[src/rtl/sre_pkg.sv]
package sre_pkg;

    localparam int unsigned DEF_WORD_W  = 80;
    localparam int unsigned DEF_CNT_W   = 8;
    localparam int unsigned DEF_STAGE_W = 4;
    localparam int unsigned DEF_CNT_LSB = 16;

    typedef struct packed {
        logic run;
        logic done;
    } run_state_t;

endpackage

[src/rtl/sre_ctl_shifter.sv]
module sre_ctl_shifter #(
    parameter int unsigned WORD_W  = sre_pkg::DEF_WORD_W,
    parameter int unsigned CNT_W   = sre_pkg::DEF_CNT_W,
    parameter int unsigned CNT_LSB = sre_pkg::DEF_CNT_LSB
) (
    input  logic             clk,
    input  logic             rst_n,
    input  logic             cfg_data,
    input  logic             cfg_shift,
    input  logic             cfg_strobe,
    output logic [CNT_W-1:0] held_count
);

    typedef struct packed {
        logic [WORD_W-1:0] shadow;
        logic [CNT_W-1:0]  held;
    } shf_state_t;

    shf_state_t st_d, st_q;

    always_comb begin
        st_d = st_q;
        if (cfg_strobe) begin
            st_d.held = st_q.shadow[CNT_LSB +: CNT_W];
        end
        if (cfg_shift) begin
            st_d.shadow = {st_q.shadow[WORD_W-2:0], cfg_data};
        end
    end

    always_ff @(posedge clk or negedge rst_n) begin
        if (!rst_n) begin
            st_q <= '0;
        end else begin
            st_q <= st_d;
        end
    end

    assign held_count = st_q.held;

endmodule

[src/rtl/sre_down_counter.sv]
module sre_down_counter #(
    parameter int unsigned CNT_W   = sre_pkg::DEF_CNT_W,
    parameter int unsigned STAGE_W = sre_pkg::DEF_STAGE_W
) (
    input  logic             clk,
    input  logic             rst_n,
    input  logic             load,
    input  logic [CNT_W-1:0] load_val,
    input  logic             dec,
    output logic             term
);

    localparam int unsigned N_ST = CNT_W / STAGE_W;

    logic [STAGE_W-1:0] stage_d [N_ST];
    logic [STAGE_W-1:0] stage_q [N_ST];
    logic [N_ST:0]      brw;
    logic [CNT_W-1:0]   cnt_flat;

    assign brw[0] = dec;

    for (genvar g = 0; g < N_ST; g++) begin : g_stage
        assign brw[g+1] = brw[g] & (stage_q[g] == '0);
        assign cnt_flat[g*STAGE_W +: STAGE_W] = stage_q[g];
    end

    always_comb begin
        for (int i = 0; i < N_ST; i++) begin
            if (load) begin
                stage_d[i] = load_val[i*STAGE_W +: STAGE_W];
            end else if (brw[i]) begin
                stage_d[i] = stage_q[i] - STAGE_W'(1);
            end else begin
                stage_d[i] = stage_q[i];
            end
        end
    end

    always_ff @(posedge clk or negedge rst_n) begin
        if (!rst_n) begin
            for (int i = 0; i < N_ST; i++) begin
                stage_q[i] <= '0;
            end
        end else begin
            for (int i = 0; i < N_ST; i++) begin
                stage_q[i] <= stage_d[i];
            end
        end
    end

    assign term = dec & (cnt_flat == CNT_W'(1));

endmodule

[src/rtl/sample_run_limiter.sv]
module sample_run_limiter #(
    parameter int unsigned WORD_W  = sre_pkg::DEF_WORD_W,
    parameter int unsigned CNT_W   = sre_pkg::DEF_CNT_W,
    parameter int unsigned STAGE_W = sre_pkg::DEF_STAGE_W,
    parameter int unsigned CNT_LSB = sre_pkg::DEF_CNT_LSB
) (
    input  logic clk,
    input  logic rst_n,
    input  logic cfg_data,
    input  logic cfg_shift,
    input  logic cfg_strobe,
    input  logic run_start,
    input  logic smp_tick,
    output logic run_active,
    output logic run_done
);

    import sre_pkg::*;

    logic [CNT_W-1:0] held_count;
    logic             tick_ok;
    logic             term;
    run_state_t       rs_d, rs_q;

    sre_ctl_shifter #(
        .WORD_W (WORD_W),
        .CNT_W  (CNT_W),
        .CNT_LSB(CNT_LSB)
    ) i_shifter (
        .clk       (clk),
        .rst_n     (rst_n),
        .cfg_data  (cfg_data),
        .cfg_shift (cfg_shift),
        .cfg_strobe(cfg_strobe),
        .held_count(held_count)
    );

    assign tick_ok = smp_tick & rs_q.run & ~run_start;

    sre_down_counter #(
        .CNT_W  (CNT_W),
        .STAGE_W(STAGE_W)
    ) i_counter (
        .clk     (clk),
        .rst_n   (rst_n),
        .load    (run_start),
        .load_val(held_count),
        .dec     (tick_ok),
        .term    (term)
    );

    always_comb begin
        rs_d      = rs_q;
        rs_d.done = term;
        if (run_start) begin
            rs_d.run = 1'b1;
        end else if (term) begin
            rs_d.run = 1'b0;
        end
    end

    always_ff @(posedge clk or negedge rst_n) begin
        if (!rst_n) begin
            rs_q <= '0;
        end else begin
            rs_q <= rs_d;
        end
    end

    assign run_active = rs_q.run;
    assign run_done   = rs_q.done;

endmodule

[config.mk]
export PLATFORM = sky130hd
export DESIGN_NAME = sample_run_limiter
export DESIGN_NICKNAME = d
export VERILOG_FILES = /design/src/rtl/sre_pkg.sv /design/src/rtl/sre_ctl_shifter.sv /design/src/rtl/sre_down_counter.sv /design/src/rtl/sample_run_limiter.sv
export SDC_FILE = /design/constraint.sdc
export NUM_CORES = 1
export LEC_CHECK = 0
export ABC_AREA = 0
export BUFFER_PORTS_ARGS = -buffer_cell sky130_fd_sc_hd__buf_2
export CORE_AREA = 2 2 70 72
export DETAILED_ROUTE_END_ITERATION = 8
export DIE_AREA = 0 0 72 74
export GPL_ROUTABILITY_DRIVEN = 0
export SLEW_MARGIN = 20
export SYNTH_ARGS = -nofsm -noshare
export SYNTH_HDL_FRONTEND = slang
export SYNTH_SLANG_ARGS = --single-unit
[constraint.sdc]
create_clock -name clk -period 1.5 [get_ports clk]
set_clock_uncertainty 0.1 [all_clocks]
set_input_delay 0.225 -clock clk [delete_from_list [all_inputs] [get_ports clk]]
set_output_delay 0.225 -clock clk [all_outputs]
set_load 0.01 [all_outputs]
# Word-level counts from Yosys, hierarchy flattened
# Cells that the tools add are included.
totals:
  elab_cells: 24
  ff_bits: 42
  output_inout_bits: 2
  inputBits: 7
op_classes:
  n_reduce_logical: 4
  addsub: 2
  n_eq_ne: 1
  bitwise_logic: 5
  mux: 6
ops:
  columns: ["cell", "count"]
  rows:
  - ["4-bit two-way mux", 4]
  - ["8-bit by 1-bit == test with 1-bit output (second input constant)", 1]
  - ["4-bit by 1-bit subtractor with 4-bit output (second input constant)", 2]
  - ["2-bit nonzero test", 3]
  - ["1-bit bitwise AND", 4]
  - ["4-bit zero test", 1]
  - ["1-bit two-way mux", 2]
  - ["1-bit NOT", 1]

# Logic depth before layout (Yosys ltp)
depth:
  word_depth: 5
  ltp_mapped: 5
  depth_no_buf: 5

# Modules after synthesis
# From an unflattened synthesis, not the netlist that was laid out.
hier_totals:
  cells_unflattened: 137
  area_unflattened_um2: 1944.4
by_module_without_submodules:
  columns: ["module", "instances", "area_each_um2", "cells_each", "seq_area_each_um2"]
  rows:
  - ["sre_ctl_shifter", 1, 1352.5, 76, 800.8]
  - ["sre_down_counter", 1, 523.0, 55, 200.2]
  - ["sample_run_limiter", 1, 68.8, 6, 50.0]

# Worst setup path after synthesis
# Ideal clock, no wire load.
synth_timing:
  path_kind: "register to register"
  startpoint: "register i_counter.stage_q, in the netlist i_counter.cnt_flat[0]"
  endpoint: "register i_counter.stage_q, in the netlist i_counter.cnt_flat[3]"
  n_path_buf: 0
  path_slack_ns: 0.131
  stages_incl_launch_ff: 4
  arrival_time_ns: 1.200
  t_required_ns: 1.331
  period_less_slack_ns: 1.369
  setup_time_ns: 0.069
  path_cell_list: "dfrtp_1 > or3_1 > or4_1 > nand3_1"
synth_via:
  elab_chain_cells: 3
synth_rtl:
  columns: ["item", "line", "rtl"]
  rows:
  - ["from (decl)", "sre_down_counter.sv:16", "logic [STAGE_W-1:0] stage_q [N_ST];"]
  - ["from (signal, indexed assignment)", "sre_down_counter.sv:46", "stage_q[i] <= stage_d[i];"]
  - ["4-bit by 1-bit subtractor with 4-bit output", "sre_down_counter.sv:32", "stage_d[i] = stage_q[i] - STAGE_W'(1);"]
  - ["4-bit two-way mux", "sre_down_counter.sv:31", "end else if (brw[i]) begin"]
  - ["4-bit two-way mux", "sre_down_counter.sv:29", "if (load) begin"]
# No other way between the ends. The select of a mux whose other input is x is not followed.
# A chain may end at the register's enable or synchronous reset.

# Worst setup path after layout
# Same ends and word-level chain as after synthesis.

==> impl_metrics.csv <==
group,metric,value,unit
drt,wirelength,2.64,mm
timing,post-route-min-period,1.45,ns
power,powerDensity,1830,nW/um^2
timing,max_freq,0.690,GHz
power,pwr-share-seq,51.3,%
status,outcome,"completed",
timing,slew_headroom,65.7,%
cts,cts.sinks,42,
drt,antenna_left,0,
cts,cts_buffers,5,
cts,clk_pin_slew,0.08,ns
power,p_leak,0.000905,uW
power,p_int,2630,uW
power,vdd_drop_max,0.624,mV
timing,fin_crit_sh,96.7,%
drt,post_drt_wl_per_cell,13.0,um
logic_synthesis,synth_edf_count,0,
setup_path,cp.arrival,1.58,ns
setup_path,cp-start-kind,"register",
floorplanning,core,4600,um^2
drt,post-route-drc-count,0,
floorplanning,dieArea,5330,um^2
finish,area_growth,12.6,%
cts,h-tree-depth,2,
grt,grt_start_max_net_pins,43,
place,io_buffers,8,
grt,grt.total_usage,11.9,%
logic_synthesis,synthTopCellsByArea,"dfrtp_1 (59%), mux2_2 (21%), ha_1 (3.5%)",
cts,cts_tree,"done",
logic_synthesis,synthCells,136,
floorplanning,die_x,72,um
power,p_comb_share,25.0,%
logic_synthesis,syn_avg_cell_area,13.2,um^2
drt,dr.pass1.iters,4,
logic_synthesis,netlist.area_leader.share,58.7,%
run,drv_cap,0,
power,p_switching,1060,uW
timing,maxSlewViolCount,0,
floorplanning,floorplan.initialDensity,38.9,%
drt,drt_iter0_drc,35,
setup_path,end_kind,"register",
finish,multi_input_area,679,um^2
hold_path,hold_path.class,"input port to register",
grt,grt_pass1_vias,1079,
setup_path,path_max_fanout,3,
setup_path,worstPathRequired,1.63,ns
logic_synthesis,syn_area,1790,um^2
finish,seq_area,1050,um^2
logic_synthesis,synth_nets,148,
place,dp_hpwl,1.77,mm
logic_synthesis,ys_seq_elements,42,
finish,final_net_count,159,
timing,hold_viol,0,
grt,antenna_found_initial,0,
logic_synthesis,ys_types,25,
timing,finalSetupTns,0,ns
logic_synthesis,synth_common_cells,"dfrtp_1 (42), mux2_2 (33), nand3_1 (9)",
power,total_power,3690,uW
drt,viasPerCell,5.15,
cts,clock_path_buffers,2,
power,p_clk_share,23.7,%
setup_path,critPathKind,"register to register",
cts,postCtsSetupRepairBufs,0,
drt,vias,1041,
logic_synthesis,synth_async_sr_flop_share,100,%
timing,setup_violations,0,
timing,rsz0062_at_grt,"no",
grt,grt_pass1_wl,4.75,mm
finish,drive_gt1_share,34.5,%
logic_synthesis,synth-warning-count,0,
cts,insertion_delay,0.29,ns
cts,cts-root-buf,"clkbuf_8",
finish,fillCellCount,437,
grt,overflow,0,
power,sw_frac_of_total,28.7,%
floorplanning,pin_count,9,
finish,antenna_cells,0,
floorplanning,fp-row-count,25,
timing,tightest_slew,0.514,ns
logic_synthesis,ys_seq_area_share,58.7,%
floorplanning,die_y,74,um
logic_synthesis,yosysMostFrequentCell,"dfrtp_1",
logic_synthesis,synth_top_area_cell,"dfrtp_1",
logic_synthesis,synth_ff_type,"dfrtp_1",
## power by group through the flow
stage	registers, uW	logic, uW	clock network (uW)
finish	1890	922	874
global route	1980	1050	959
CTS	1900	937	907
detailed placement	1920	931	0
global placement	1890	885	0
floorplan	1820	774	0
## cell usage in the layout, fill, tap and decap left out
cell type and count:
nor2_1 4, nor2b_1 1, a211o_1 2, nor3_1 2, dlygate4sd3_1 1, inv_1 6
bufinv_16 1, or3_1 1, clkbuf_8 5, and4bb_1 1, a311o_1 2, clkinvlp_4 1
clkbuf_1 1, nand4_1 3, buf_2 8, xor2_1 1, buf_4 2, mux2i_1 1
nand2_1 8, o21ai_0 3, nor4_1 1, or4_1 1, dfrtp_1 42, ha_1 5
a21o_1 1, nand3_1 9, mux2_2 33, xnor2_1 1, buf_12 1
## state kept, by name, summed over array words and instances (netlist names)
register	flops
i_shifter.held_count	8
i_counter.cnt_flat	8
run_active	1
run_done	1
i_shifter.st_q	24
## final timing paths
path,start,end,slack (ns),depth (start not counted)
hold reg to reg,i_shifter.held_count[4],i_counter.cnt_flat[4],0.39,2
min in group asynchronous,rst_n,run_done,0.43,3
setup / recovery,i_counter.cnt_flat[0],i_counter.cnt_flat[3],0.05,3
setup reg to reg,i_counter.cnt_flat[0],i_counter.cnt_flat[3],0.05,3
max in group asynchronous,rst_n,i_counter.cnt_flat[6],0.52,3
hold / removal,cfg_data,i_shifter.st_q[8],0.07,2
## critical path, cell delays in order, from the launching register on
cell     delay, ns
dfrtp_1       0.40
or3_1         0.38
or4_1         0.41
nand3_1       0.10
## per-stage QoR
| step | setup WS (ns) | cells | cell area [um^2] | hold WS [ns] | utilization [%] |
|---|---|---|---|---|---|
| final | 0.0499 | 202 | 2020 | 0.0661 | 43.8 |
| after global routing | 0.00381 | 202 | 2020 | 0.0665 | 43.8 |
| after CTS | 0.0489 | 202 | 2020 | 0.0583 | 43.8 |
| after detailed placement | 0.0718 | 193 | 1900 | 0.224 | 41.2 |
| after global placement | 0.115 | 193 | 1900 | 0.218 | 41.2 |
| after floorplan | 0.131 | 136 | 1790 | -0.171 | - |
## final cells by class
class | instances | share of cell area, %
flip-flops and latches | 42 | 52.1
multi-input cells | 80 | 33.7
repair buffers | 12 | 4.22
clock buffers | 6 | 3.60
well taps | 54 | 3.35
clock inverters | 2 | 1.86
inverters | 6 | 1.12
## per-layer routing
layer  vias to the layer above  global-route usage (%)  part of all wire, %
li1                        499                       -                    -
met3                         5                    5.15                  4.6
met2                        19                    19.0                   49
met5                         -                       0                    0
met4                         0                    5.66                  1.8
met1                       518                    14.0                   45
## kinds of logic after synthesis
logic type,share of synthesized area [%]
flops,58.7
mux,21.3
simple gates,8.81
buf+inv,3.35
compound gates,3.35
fa+ha+maj,3.49
xor+xnor,0.979
## timing repair
| item | 4_1_cts | 5_1_grt |
|---|---|---|
| hold buffers | 1 | 0 |
| resized for setup | 0 | 0 |
| setup endpoints to repair | 0 | 1 |
| endpoints found under the hold margin | 42 | 0 |
No activity file was read; power rests on OpenSTA's default activity.
